$ cat config.mk
export PLATFORM = sky130hd
export DESIGN_NAME = seg_addr_gen
export DESIGN_NICKNAME = d
export VERILOG_FILES = /design/src/rtl/seg_addr_pkg.sv /design/src/rtl/sa_ea_unit.sv /design/src/rtl/sa_seg_pick.sv /design/src/rtl/sa_pa_unit.sv /design/src/rtl/seg_addr_gen.sv
export SDC_FILE = /design/constraint.sdc
export NUM_CORES = 1
export LEC_CHECK = 0
export BUFFER_PORTS_ARGS = -buffer_cell sky130_fd_sc_hd__clkbuf_2
export CAP_MARGIN = 20
export CORE_ASPECT_RATIO = 0.75
export CORE_MARGIN = 3
export CORE_UTILIZATION = 55
export CTS_BUF_LIST = sky130_fd_sc_hd__clkbuf_4 sky130_fd_sc_hd__clkbuf_8 sky130_fd_sc_hd__clkbuf_16
export CTS_CLUSTER_SIZE = 10
export DETAILED_ROUTE_END_ITERATION = 16
export PLACE_DENSITY = 0.88
export SLEW_MARGIN = 20
export SYNTH_ARGS = -nofsm -noshare
export SYNTH_HDL_FRONTEND = slang
export SYNTH_SLANG_ARGS = --single-unit
export TNS_END_PERCENT = 10
$ cat constraint.sdc
create_clock -name clk -period 15.1 [get_ports clk]
set_input_delay 2.265 -clock clk [delete_from_list [all_inputs] [get_ports clk]]
set_output_delay 2.265 -clock clk [all_outputs]
set_load 0.05 [all_outputs]
$ cat src/rtl/seg_addr_pkg.sv
package seg_addr_pkg;

  typedef enum logic [2:0] {
    AM_DIRECT       = 3'd0,
    AM_REG_IND      = 3'd1,
    AM_REG_REL      = 3'd2,
    AM_BASE_IDX     = 3'd3,
    AM_REL_BASE_IDX = 3'd4
  } amode_e;

  typedef enum logic [1:0] {
    PTR_BX = 2'd0,
    PTR_SI = 2'd1,
    PTR_DI = 2'd2,
    PTR_BP = 2'd3
  } ptr_e;

  typedef enum logic [1:0] {
    SEG_ES = 2'd0,
    SEG_CS = 2'd1,
    SEG_SS = 2'd2,
    SEG_DS = 2'd3
  } seg_e;

endpackage

$ cat src/rtl/sa_ea_unit.sv
module sa_ea_unit
  import seg_addr_pkg::*;
#(
  parameter int OFS_W    = 16,
  parameter int NARROW_W = 8
) (
  input  logic [2:0]       mode,
  input  logic [1:0]       ptr_sel,
  input  logic             base_sel,
  input  logic             idx_sel,
  input  logic             disp_wide,
  input  logic [OFS_W-1:0] disp,
  input  logic [OFS_W-1:0] bx,
  input  logic [OFS_W-1:0] bp,
  input  logic [OFS_W-1:0] si,
  input  logic [OFS_W-1:0] di,
  output logic [OFS_W-1:0] ea,
  output logic             legal,
  output logic             uses_bp
);

  localparam int EXT_W = OFS_W - NARROW_W;

  function automatic logic [OFS_W-1:0] fit_disp(input logic [OFS_W-1:0] d,
                                                input logic wide);
    if (wide) return d;
    return {{EXT_W{d[NARROW_W-1]}}, d[NARROW_W-1:0]};
  endfunction

  function automatic logic [OFS_W-1:0] add3(input logic [OFS_W-1:0] a,
                                            input logic [OFS_W-1:0] b,
                                            input logic [OFS_W-1:0] c);
    return a + b + c;
  endfunction

  logic [OFS_W-1:0] ptr_val, base_val, idx_val, disp_x;

  always_comb begin
    case (ptr_sel)
      PTR_BX:  ptr_val = bx;
      PTR_SI:  ptr_val = si;
      PTR_DI:  ptr_val = di;
      default: ptr_val = bp;
    endcase
    base_val = base_sel ? bp : bx;
    idx_val  = idx_sel  ? di : si;
    disp_x   = fit_disp(disp, disp_wide);
  end

  always_comb begin
    ea      = '0;
    legal   = 1'b1;
    uses_bp = 1'b0;
    case (mode)
      AM_DIRECT: ea = disp;
      AM_REG_IND: begin
        legal = (ptr_sel != PTR_BP);
        ea    = legal ? ptr_val : '0;
      end
      AM_REG_REL: begin
        ea      = add3(ptr_val, disp_x, '0);
        uses_bp = (ptr_sel == PTR_BP);
      end
      AM_BASE_IDX: begin
        ea      = add3(base_val, idx_val, '0);
        uses_bp = base_sel;
      end
      AM_REL_BASE_IDX: begin
        ea      = add3(base_val, idx_val, disp_x);
        uses_bp = base_sel;
      end
      default: legal = 1'b0;
    endcase
  end

endmodule

$ cat src/rtl/sa_seg_pick.sv
module sa_seg_pick
  import seg_addr_pkg::*;
#(
  parameter int OFS_W = 16
) (
  input  logic             uses_bp,
  input  logic             ovr_en,
  input  logic [1:0]       ovr_sel,
  input  logic [OFS_W-1:0] es,
  input  logic [OFS_W-1:0] cs,
  input  logic [OFS_W-1:0] ss,
  input  logic [OFS_W-1:0] ds,
  output logic [1:0]       seg_code,
  output logic [OFS_W-1:0] seg_val
);

  always_comb begin
    if (ovr_en)       seg_code = ovr_sel;
    else if (uses_bp) seg_code = SEG_SS;
    else              seg_code = SEG_DS;
    case (seg_code)
      SEG_ES:  seg_val = es;
      SEG_CS:  seg_val = cs;
      SEG_SS:  seg_val = ss;
      default: seg_val = ds;
    endcase
  end

endmodule

$ cat src/rtl/sa_pa_unit.sv
module sa_pa_unit #(
  parameter int OFS_W     = 16,
  parameter int SEG_SHIFT = 4
) (
  input  logic [OFS_W-1:0]           seg,
  input  logic [OFS_W-1:0]           ea,
  output logic [OFS_W+SEG_SHIFT-1:0] pa
);

  localparam int PA_W = OFS_W + SEG_SHIFT;

  function automatic logic [PA_W-1:0] phys(input logic [OFS_W-1:0] s,
                                           input logic [OFS_W-1:0] e);
    logic [PA_W-1:0] shifted;
    logic [PA_W-1:0] widened;
    shifted = {s, {SEG_SHIFT{1'b0}}};
    widened = {{SEG_SHIFT{1'b0}}, e};
    return shifted + widened;
  endfunction

  assign pa = phys(seg, ea);

endmodule

$ cat src/rtl/seg_addr_gen.sv
module seg_addr_gen
  import seg_addr_pkg::*;
#(
  parameter int OFS_W     = 16,
  parameter int NARROW_W  = 8,
  parameter int SEG_SHIFT = 4
) (
  input  logic                       clk,
  input  logic                       rst_n,
  input  logic [2:0]                 mode_i,
  input  logic [1:0]                 ptr_sel_i,
  input  logic                       base_sel_i,
  input  logic                       idx_sel_i,
  input  logic                       disp_wide_i,
  input  logic [OFS_W-1:0]           disp_i,
  input  logic                       seg_ovr_en_i,
  input  logic [1:0]                 seg_ovr_sel_i,
  input  logic [OFS_W-1:0]           bx_i,
  input  logic [OFS_W-1:0]           bp_i,
  input  logic [OFS_W-1:0]           si_i,
  input  logic [OFS_W-1:0]           di_i,
  input  logic [OFS_W-1:0]           es_i,
  input  logic [OFS_W-1:0]           cs_i,
  input  logic [OFS_W-1:0]           ss_i,
  input  logic [OFS_W-1:0]           ds_i,
  output logic [OFS_W-1:0]           ea_o,
  output logic [OFS_W+SEG_SHIFT-1:0] pa_o,
  output logic                       valid_o
);

  localparam int PA_W = OFS_W + SEG_SHIFT;

  logic [OFS_W-1:0] ea_comb;
  logic             ea_legal;
  logic             uses_bp;
  logic [1:0]       seg_code;
  logic [OFS_W-1:0] seg_val;
  logic [PA_W-1:0]  pa_comb;

  sa_ea_unit #(.OFS_W(OFS_W), .NARROW_W(NARROW_W)) u_ea (
    .mode(mode_i), .ptr_sel(ptr_sel_i), .base_sel(base_sel_i),
    .idx_sel(idx_sel_i), .disp_wide(disp_wide_i), .disp(disp_i),
    .bx(bx_i), .bp(bp_i), .si(si_i), .di(di_i),
    .ea(ea_comb), .legal(ea_legal), .uses_bp(uses_bp)
  );

  sa_seg_pick #(.OFS_W(OFS_W)) u_seg (
    .uses_bp(uses_bp), .ovr_en(seg_ovr_en_i), .ovr_sel(seg_ovr_sel_i),
    .es(es_i), .cs(cs_i), .ss(ss_i), .ds(ds_i),
    .seg_code(seg_code), .seg_val(seg_val)
  );

  sa_pa_unit #(.OFS_W(OFS_W), .SEG_SHIFT(SEG_SHIFT)) u_pa (
    .seg(seg_val), .ea(ea_comb), .pa(pa_comb)
  );

  always_ff @(posedge clk) begin
    if (!rst_n) begin
      ea_o    <= '0;
      pa_o    <= '0;
      valid_o <= 1'b0;
    end else begin
      valid_o <= ea_legal;
      ea_o    <= ea_legal ? ea_comb : '0;
      pa_o    <= ea_legal ? pa_comb : '0;
    end
  end

endmodule

==> run summary <==
Status - completed
Initial Util - 58.0%
Global-route wire length before repair - 25400 microns
Most used DFF post-synth - dfxtp_1
Core region area - 8710 sq um
GR Overflow Total - 0
Register area share after synthesis - 13.1%
Initial antenna violation count - 0
CTS Hold Bufs - 0
Routed wire length - 16300 microns
CP Buf/Inv Count - 2
Max Root-Sink Buffers - 2
Share of cells above drive strength 1 - 29.2%
Hold Path Class - in2reg
Setup crit end kind - flip-flop
Fill cells - 762
Number of flops mapped to enable cells by yosys - 0
Leakage dissipation - 3.05 nW
# clock sinks - 33
Placed cell area - 6020 sq um
Met2 WL - 7270 microns
DRT antenna net count - 0
# diodes - 0
VDD IR max - 0.0888 mV
Slowest-stage cell, CP - nor2b_1
Gpl congestion - 0.939
Yosys warning count - 0
CP peak stage delay - 0.91 ns
Final count of negative-setup-slack endpoints - 0
Number of DRC markers in iteration 0 - 508
Distinct cells, synth - 63
Mapped Nets - 891
Top Family by Delay on Critical Path - compound AO/OA/AOI/OAI gates
Total track usage - 30.3%
DIE WIDTH - 117 microns
Final Hold Vio Count - 0
Synth top area cells - dfxtp_1 13%, ha_1 10%, mux2i_1 9.7%, mux2_2 7.6%, nand2_1 6.2%
Worst-path maximum fanout - 35
Fin. max-slew vios - 0
Hpwl dp - 13400 microns
CP required - 15.32 ns
Layout overhead on the synthesized area - 22.3%
Via count - 5879
Worst setup SP type - primary input
DR WL/cell - 17.0 microns
Commonest non-fill, non-tap cell in the layout - clkbuf_2
RSZ-0062 raised after global routing - no
Post-synth design cell area - 5050 sq um
Fmax - 0.127 GHz
Postcts setup bufs - 0
Worst slew pin tran - 1.06 ns
Synth area leader - dfxtp_1
Max-cap violations - 0
Clock transition at the registers of the reported paths - 0.06 ns
Avg Cell Area, Syn - 7.33 sq um
Multi-input logic area - 4160 sq um
Row Count - 29
Total CTS buffers - 5
Crit path DAT - 8.09 ns
Commonest non-fill, non-tap cells in the layout - 193 x clkbuf_2, 84 x nand2_1, 59 x a21oi_1, 57 x nor2_1, 49 x mux2i_1
Pin count of the biggest net entering global routing - 36
Fin area - 6180 sq um
Gate count after technology mapping - 689
1st-pass router iterations - 6
Pwr dens - 86.1 nW/um^2
Worst rel slew slack - 29.3%
CTS tree - yes
Final nets - 1054
#FFs+latches synth - 33
Post-synth top area share - 13.1%
Final setup TNS - 0 ns
Period minus WS final - 7.87 ns
Port bufs - 193
Final worst-path cycle share - 52.1%
Vias/cell - 6.12
Root Buffer - clkbuf_16
Ys async rst share - 0%
Kind of critical path - in2reg
Die Ht - 89.0 microns
Top Layer Used - met4
I/O pin cnt - 194
Vias in the first global route - 5508
Sequential cell area - 661 sq um
Max H-tree Level - 2
Wire length on met1 - 7190 microns
Post-CTS Resized - 0
Die ar. - 10400 sq um
Met3 WL - 1500 microns
Drt drc - 0
-- layer usage --
layer	up-vias	GRT usage, %
li1	2838	-
met1	2695	40.9
met2	312	49.4
met3	34	6.36
met4	0	8.02
met5	-	0
-- cell families after synthesis --
logic type | Yosys count | share of synthesized area, %
DFF | 33 | 13.1
xor gates and xnor gates | 34 | 5.90
muxes | 85 | 18.0
AOI/OAI and AO/OA | 199 | 25.1
adders and majority gates | 45 | 11.6
and+or+nand+nor | 233 | 21.5
buffers and inverters | 60 | 4.86
-- tightest hold or removal path: cells and delay by family --
| kind | cells | cell delay, ns |
|---|---|---|
| AO/OA/AOI/OAI | 2 | 0.22 |
| buffers and inverters | 1 | 0.10 |
-- registers in the layout (all words and copies together) (netlist names) --
register  flops
ea_o         16
pa_o         16
valid_o       1
-- area by class of cell --
cell class                      instances  area share, %
Sequential cell                        33           10.7
Inverter                               17           1.03
Timing Repair Buffer                  199           16.4
Multi-Input combinational cell        596           67.3
Clock inverter                          3          0.284
Tap cell                              108           2.19
Clock buffer                            5           2.03
-- synthesized netlist by cell type, types with 17 or more instances --
cell / instances
nor2_1: 57
a21oi_1: 59
nand2_1: 84
ha_1: 42
mux2_2: 34
nand3_1: 17
inv_1: 17
clkbuf_1: 27
o21ai_0: 46
xnor2_1: 19
dfxtp_1: 33
mux2i_1: 49
-- path summary, 6_finish.rpt --
| kind | from | end | slack (ns) | depth (start not counted) |
|---|---|---|---|---|
| worst max-delay path | ptr_sel_i[1] | pa_o[15]$_SDFF_PN0_ | 7.23 | 25 |
| worst min-delay path | disp_i[2] | ea_o[2]$_SDFF_PN0_ | 2.36 | 3 |
-- power breakdown --
| group | internal, mW | switching, mW |
|---|---|---|
| clock | 0.0603 | 0.0379 |
| sequential | 0.0986 | 0.00422 |
| combinational | 0.127 | 0.204 |
| total | 0.286 | 0.246 |
-- per-stage QoR --
stage / hold WS [ns] / power, mW / util, % / instances / setup WS (ns)
after floorplan: 2.47 / 0.346 / - / 689 / 7.47
after global placement: 2.63 / 0.420 / 69.2 / 952 / 7.38
after detailed placement: 2.64 / 0.427 / 69.2 / 952 / 7.07
after CTS: 2.35 / 0.528 / 70.8 / 960 / 7.35
after global routing: 2.40 / 0.569 / 70.9 / 961 / 6.73
final: 2.36 / 0.532 / 70.9 / 961 / 7.23
Power figures use the tool's default switching activity.
